[src/rtl/rx_idle_pkg.sv]
package rx_idle_pkg;
  localparam int unsigned TOV_W = 16;
endpackage

[src/rtl/rx_idle_cfg.sv]
module rx_idle_cfg #(
  parameter int unsigned W = rx_idle_pkg::TOV_W
) (
  input  logic         clk_i,
  input  logic         rst_ni,
  input  logic         we_i,
  input  logic [W-1:0] d_i,
  output logic [W-1:0] q_o
);
  always_ff @(posedge clk_i or negedge rst_ni) begin
    if (!rst_ni)   q_o <= '0;
    else if (we_i) q_o <= d_i;
  end
endmodule

[src/rtl/rx_idle_cnt.sv]
module rx_idle_cnt #(
  parameter int unsigned W = rx_idle_pkg::TOV_W
) (
  input  logic         clk_i,
  input  logic         rst_ni,
  input  logic         load_i,
  input  logic [W-1:0] load_val_i,
  input  logic         park_i,
  input  logic         tick_i,
  output logic         expire_o
);
  localparam logic [W-1:0] ONE = W'(1);

  logic [W-1:0] cnt_q;
  logic         act_q;
  logic         step;

  assign step     = tick_i && act_q && !load_i && !park_i;
  assign expire_o = step && (cnt_q == ONE);

  always_ff @(posedge clk_i or negedge rst_ni) begin
    if (!rst_ni) begin
      cnt_q <= '0;
      act_q <= 1'b0;
    end else if (load_i) begin
      // a reload wins over a tick in the same cycle
      cnt_q <= load_val_i;
      act_q <= (load_val_i != '0);
    end else if (park_i) begin
      act_q <= 1'b0;
    end else if (step) begin
      cnt_q <= cnt_q - ONE;
      if (cnt_q == ONE) act_q <= 1'b0;
    end
  end
endmodule

[src/rtl/rx_idle_flag.sv]
module rx_idle_flag (
  input  logic clk_i,
  input  logic rst_ni,
  input  logic set_i,
  input  logic clr_i,
  input  logic en_i,
  output logic flag_o,
  output logic irq_o
);
  always_ff @(posedge clk_i or negedge rst_ni) begin
    if (!rst_ni)    flag_o <= 1'b0;
    else if (set_i) flag_o <= 1'b1;  // an expiry is not lost to a clear
    else if (clr_i) flag_o <= 1'b0;
  end

  assign irq_o = flag_o & en_i;
endmodule

[src/rtl/rx_idle_timer.sv]
module rx_idle_timer #(
  parameter int unsigned TOV_W = rx_idle_pkg::TOV_W
) (
  input  logic             clk_i,
  input  logic             rst_ni,
  input  logic             cfg_we_i,
  input  logic [TOV_W-1:0] cfg_tov_i,
  input  logic             bit_tick_i,
  input  logic             char_rcvd_i,
  input  logic             start_cmd_i,
  input  logic             clr_i,
  input  logic             irq_en_i,
  output logic             timeout_o,
  output logic             irq_o
);
  logic [TOV_W-1:0] tov_q;
  logic             expire;

  rx_idle_cfg #(.W(TOV_W)) u_cfg (
    .clk_i (clk_i),
    .rst_ni(rst_ni),
    .we_i  (cfg_we_i),
    .d_i   (cfg_tov_i),
    .q_o   (tov_q)
  );

  rx_idle_cnt #(.W(TOV_W)) u_cnt (
    .clk_i     (clk_i),
    .rst_ni    (rst_ni),
    .load_i    (char_rcvd_i),
    .load_val_i(tov_q),
    .park_i    (start_cmd_i),
    .tick_i    (bit_tick_i),
    .expire_o  (expire)
  );

  rx_idle_flag u_flag (
    .clk_i (clk_i),
    .rst_ni(rst_ni),
    .set_i (expire),
    .clr_i (clr_i | start_cmd_i),
    .en_i  (irq_en_i),
    .flag_o(timeout_o),
    .irq_o (irq_o)
  );
endmodule

[config.mk]
export PLATFORM = sky130hd
export DESIGN_NAME = rx_idle_timer
export DESIGN_NICKNAME = d
export VERILOG_FILES = /design/src/rtl/rx_idle_pkg.sv /design/src/rtl/rx_idle_cfg.sv /design/src/rtl/rx_idle_cnt.sv /design/src/rtl/rx_idle_flag.sv /design/src/rtl/rx_idle_timer.sv
export SDC_FILE = /design/constraint.sdc
export NUM_CORES = 1
export LEC_CHECK = 0
export CAP_MARGIN = 20
export CORE_MARGIN = 1.5
export CORE_UTILIZATION = 26
export DETAILED_ROUTE_END_ITERATION = 8
export PLACE_DENSITY = 0.53
export RECOVER_POWER = 100
export SLEW_MARGIN = 20
export SYNTH_ARGS = -nofsm -noshare
export SYNTH_HDL_FRONTEND = slang
export SYNTH_SLANG_ARGS = --single-unit
[constraint.sdc]
create_clock -name clk_i -period 2.01 [get_ports clk_i]
set_input_delay 0.3015 -clock clk_i [delete_from_list [all_inputs] [get_ports clk_i]]
set_output_delay 0.3015 -clock clk_i [all_outputs]
set_load 0.03 [all_outputs]
==> results of run 1 <==
## synthesized netlist by cell type, types with 2 or more instances
cell type,n,area [um^2]
or3_1,4,25.02
or2_2,2,12.51
or4_1,3,22.52
o21ai_1,7,35.03
nor2_1,12,45.04
clkbuf_1,4,15.01
nand3_1,2,10.01
nor4_2,3,37.54
dfrtp_1,34,850.8
nor4_1,6,37.54
xor2_1,3,26.28
o21ai_0,5,25.02
xnor2_1,6,52.55
ha_1,2,25.02
mux2_2,16,180.2
nand2_1,16,60.06
a31oi_1,3,18.77
nor2b_1,4,25.02
a221o_1,2,20.02
nor3_1,4,20.02
inv_1,3,11.26
## critical path, stage by stage, from the launching register on
cell,delay [ns]
dfrtp_1,0.44
or4_4,0.58
nor4_1,0.38
nor2_1,0.09
a221o_1,0.26
## area by class of cell
cell class	instances	area, um^2
sequential	34	850.8
multi-input combinational	117	814.5
tap	77	96.34
timing repair buffer	34	304.0
clock buffer	5	68.82
fill	656	4159
inverter	3	11.26
clock inverter	3	45.04
## sequential cells by signal, indices dropped and copies added, names as in the netlist
| register | flops |
|---|---|
| u_cnt.act_q | 1 |
| u_cfg.q_o | 16 |
| u_flag.flag_o | 1 |
| u_cnt.cnt_q | 16 |
## path summary, 6_finish.rpt
| path | startpoint | endpoint | slack [ns] | cells after the start |
|---|---|---|---|---|
| worst max-delay path | u_cnt.cnt_q[4] | u_cnt.cnt_q[10] | 0.14 | 4 |
| worst min-delay path | u_flag.flag_o | u_flag.flag_o | 0.50 | 1 |
| worst max register to register | u_cnt.cnt_q[4] | u_cnt.cnt_q[10] | 0.14 | 4 |
| worst min register to register | u_flag.flag_o | u_flag.flag_o | 0.50 | 1 |
| max in group asynchronous | rst_ni | u_cfg.q_o[8] | 0.81 | 2 |
| min in group asynchronous | rst_ni | u_cfg.q_o[5] | 0.64 | 2 |
## routing by layer
metal | up-vias | share of wire | GRT usage
li1 | 648 | - | -
met1 | 609 | 0.52 | 0.1766
met2 | 28 | 0.41 | 0.1576
met3 | 6 | 0.048 | 0.03561
met4 | 0 | 0.013 | 0.03577
met5 | - | 0 | 0
## per-stage QoR
step	hold WS [ns]	instances	cell area (um^2)	utilization	setup WS, ns
detailed placement	0.5014	265	2097	0.3302	0.01855
global placement	0.4838	265	2097	0.3302	0.02930
finish	0.5049	273	2191	0.3450	0.1380
floorplan	0.005909	159	1702	-	0.3618
CTS	0.4404	273	2211	0.3482	0.2023
global route	0.5552	273	2191	0.3450	0.04717
## cells by family (layout without fill, tap and decap cells)
group | after synthesis | count (layout) | share of synthesized area
AND/OR/NAND/NOR | 67 | 67 | 0.2309
flip-flops | 34 | 34 | 0.5000
AO/OA/AOI/OAI | 22 | 22 | 0.07868
multiplexers | 17 | 17 | 0.1118
XOR/XNOR | 9 | 9 | 0.04633
buffers and inverters | 8 | 45 | 0.01764
adder cells (fa/ha/maj) | 2 | 2 | 0.01470
## report_power, final
group	leakage, nW	total [mW]	internal [mW]	switching, mW
Sequential	0.403	0.844	0.760	0.0834
Combinational	0.397	0.266	0.151	0.115
Clock	0.0504	0.633	0.369	0.264
==> flow_metrics.py, run 1 <==
metrics = {
    "power": {
        "leakage_nw": 0.8499,
        "ir_worst_vdd_uv": 382.4,
        "power.density_mw_per_mm2": 795.5,
        "report.power.total_mw": 1.743,
    },
    "floorplan": {
        "boundaryPins": 26,
        "die_w_um": 83.90,
        "num_rows": 29,
        "start_util": 0.2680,
        "die_h_um": 83.90,
        "coreArea_mm2": 0.006350,
        "die-area_mm2": 0.007039,
    },
    "setup_path": {
        "cp.arrival_ns": 2.04,
        "start_kind": "flip-flop",
        "path_class": "reg2reg",
        "worstPathRequired_ns": 2.18,
        "end_kind": "flip-flop",
        "path_max_fanout": 5,
    },
    "sta": {
        "min_period_ns": 1.872,
        "fin_skew_ns": 0.008554,
        "finalHoldViolCount": 0,
        "finalCritPeriodShare": 0.9313,
        "slew_viol_final": 0,
        "finalSetupTns_ns": 0,
        "finalSetupViolations": 0,
        "maxSlewHeadroom": 0.4235,
        "rsz0062_at_grt": "false",
        "worst_pin_slew_ns": 0.8647,
        "fmax_mhz": 534.2,
    },
    "clock_network": {
        "worst_skew_pair.late_latency_ns": 0.29,
        "clockRootBuffer": "clkbuf_8",
        "cts_setup_buffers": 0,
        "clock_path_buffers": 2,
        "post_cts_resized": 0,
        "clock-sinks": 34,
        "htreeDepth": 2,
        "path_clk_slew_ns": 0.08,
        "postCtsHoldBufs": 0,
        "cts_buffers": 5,
        "cts_tree": "done",
    },
    "logic_synthesis": {
        "synth_ff_type": "dfrtp_1",
        "synth_edf_count": 0,
        "synth_nets": 185,
        "yosys_warnings": 0,
        "ys_seq_area_frac": 0.5000,
        "syn_inst": 159,
        "synth_cell_types": 39,
        "ys_ff_latch": 34,
        "synth.cell_area_mm2": 0.001702,
        "avgSynthCellArea_um2": 10.70,
        "postSynth.asyncResetShare": 1.000,
    },
    "route": {
        "drt_iter0_markers": 54,
        "routedWlPerCell_um": 13.30,
        "ant_nets": 0,
        "drc": 0,
        "via_per_inst": 4.729,
        "dr.pass1.iters": 4,
        "drt-total-wl_um": 3630,
        "num_vias": 1291,
    },
    "place": {
        "hpwl_um": 2686,
        "place.gp.congestion": 0.7620,
        "portBuffers": 25,
    },
    "run": {
        "cap_violations": 0,
    },
    "final_layout": {
        "antenna_cells": 0,
        "nets": 221,
        "drive_gt1_frac": 0.1837,
        "syn2layout_area_growth_pct": 28.75,
        "mostFrequentLayoutCell": "dfrtp_1",
        "mostFrequentLayoutCells": "dfrtp_1 (34), clkdlybuf4s50_1 (19), mux2_2 (16), nand2_1 (16), nor2_1 (12)",
    },
    "grt": {
        "antenna_found_initial": 0,
        "grt_pass1_vias": 1303,
        "grt_max_degree": 35,
        "overflow": 0,
        "grt_pass1_wl_um": 6499,
        "grt_use_total": 0.1168,
    },
    "hold_path": {
        "hold_path.class": "reg2reg",
    },
    "status": {
        "status": "finished clean",
    },
}
No activity file was read; power rests on OpenSTA's default activity.
==> run 2: changes to the inputs <==
Settings changed: RECOVER_POWER 100 to unset.
==> flow_metrics.py, run 2 (synthesis gave the netlist of run 1 again) <==
metrics = {
    "setup_path": {
        "reg2reg_depth": 4,
        "path_max_fanout": 1,
        "worstPathRequired_ns": 1.71,
        "path_class": "in2out",
        "end_kind": "output pin",
        "cp.arrival_ns": 1.50,
        "start_kind": "primary input",
    },
    "sta": {
        "min_period_ns": 1.804,
        "finalHoldViolCount": 0,
        "hold_slack_ns": 0.4146,
        "slew_viol_final": 0,
        "maxSlewHeadroom": 0.7030,
        "finalCritPeriodShare": 0.8977,
        "fin_skew_ns": 0.008480,
        "finalSetupViolations": 0,
        "rsz0062_at_grt": "false",
        "finalSetupTns_ns": 0,
        "worst_pin_slew_ns": 0.4455,
        "fmax_mhz": 554.2,
    },
    "floorplan": {
        "start_util": 0.2680,
        "die_h_um": 83.90,
        "num_rows": 29,
        "boundaryPins": 26,
        "die-area_mm2": 0.007039,
        "die_w_um": 83.90,
        "coreArea_mm2": 0.006350,
    },
    "final_layout": {
        "syn2layout_area_growth_pct": 29.93,
        "regArea_um2": 850.8,
        "utilization": 0.3482,
        "multi_input_area_um2": 820.8,
        "mostFrequentLayoutCells": "dfrtp_1 (34), clkdlybuf4s50_1 (25), mux2_2 (16), nand2_1 (16), nor2_1 (12)",
        "final_cells": 273,
        "mostFrequentLayoutCell": "dfrtp_1",
        "fill_cells": 651,
        "drive_gt1_frac": 0.2041,
        "top_regs": "u_cfg.q_o: 16 flops, u_cnt.cnt_q: 16 flops",
        "nets": 221,
        "antenna_cells": 0,
    },
    "status": {
        "status": "finished clean",
    },
    "grt": {
        "overflow": 0,
        "grt_max_degree": 35,
        "grt_pass1_wl_um": 6499,
        "antenna_found_initial": 0,
        "grt_use_total": 0.1168,
        "grt_pass1_vias": 1303,
    },
    "route": {
        "routedWlPerCell_um": 13.35,
        "num_vias": 1278,
        "dr.pass1.iters": 4,
        "drc": 0,
        "drt_iter0_markers": 65,
        "via_per_inst": 4.681,
        "ant_nets": 0,
        "drt-total-wl_um": 3645,
    },
    "clock_network": {
        "clock_path_buffers": 2,
        "worst_skew_pair.late_latency_ns": 0.29,
        "htreeDepth": 2,
        "cts_setup_buffers": 0,
        "path_clk_slew_ns": 0.08,
        "clock-sinks": 34,
        "postCtsHoldBufs": 0,
        "post_cts_resized": 0,
        "cts_tree": "done",
        "cts_buffers": 5,
        "clockRootBuffer": "clkbuf_8",
    },
    "run": {
        "cap_violations": 0,
    },
    "power": {
        "ir_worst_vdd_uv": 382.0,
        "power.density_mw_per_mm2": 791.8,
        "report.power.total_mw": 1.751,
        "leakage_nw": 0.8538,
    },
    "hold_path": {
        "hold_path.class": "in2async",
    },
    "place": {
        "portBuffers": 25,
        "dp.cells": 265,
        "place.gp.congestion": 0.7620,
        "hpwl_um": 2686,
    },
}
==> run 2: worst paths after layout <==
kind | startpoint | end | slack, ns
min in group clk_i | u_flag.flag_o | u_flag.flag_o | 0.51
worst min register to register | u_flag.flag_o | u_flag.flag_o | 0.51
worst max register to register | u_cnt.cnt_q[10] | u_cnt.cnt_q[15] | 0.21
worst max-delay path | irq_en_i | irq_o | 0.21
worst min-delay path | rst_ni | u_cfg.q_o[5] | 0.41
max in group asynchronous | rst_ni | u_cfg.q_o[8] | 1.26
==> run 2: layout make-up <==
type	count	area share
clock buffer	5	0.03113
clock inverter	3	0.02037
inverter	3	0.005093
multi-input combinational	117	0.3713
sequential	34	0.3848
tap	77	0.04358
timing repair buffer	34	0.1437
==> run 2: where the power goes <==
group	internal (mW)	leakage [nW]	switching (mW)	total (mW)
logic	0.157	0.401	0.117	0.274
registers	0.760	0.403	0.0843	0.845
clock network	0.369	0.0504	0.264	0.632
==> run 2: through the flow <==
stage / instance area [um^2] / setup slack, ns
after floorplan: 1702 / 0.3618
after global placement: 2097 / 0.02930
final: 2211 / 0.2056
after global routing: 2211 / 0.08135
after CTS: 2211 / 0.2023
after detailed placement: 2097 / 0.01855
==> run 2: metal layers <==
metal	vias to the layer above	wire length, um	GRT usage
met1	600	1942	0.1766
met2	24	1497	0.1576
met3	6	155	0.03561
li1	648	-	-
met4	0	49	0.03577
met5	-	0	0
==> run 2: critical path: stages <==
cell             delay [ns]
clkdlybuf4s50_1        0.44
and2_1                 0.10
clkdlybuf4s50_1        0.66
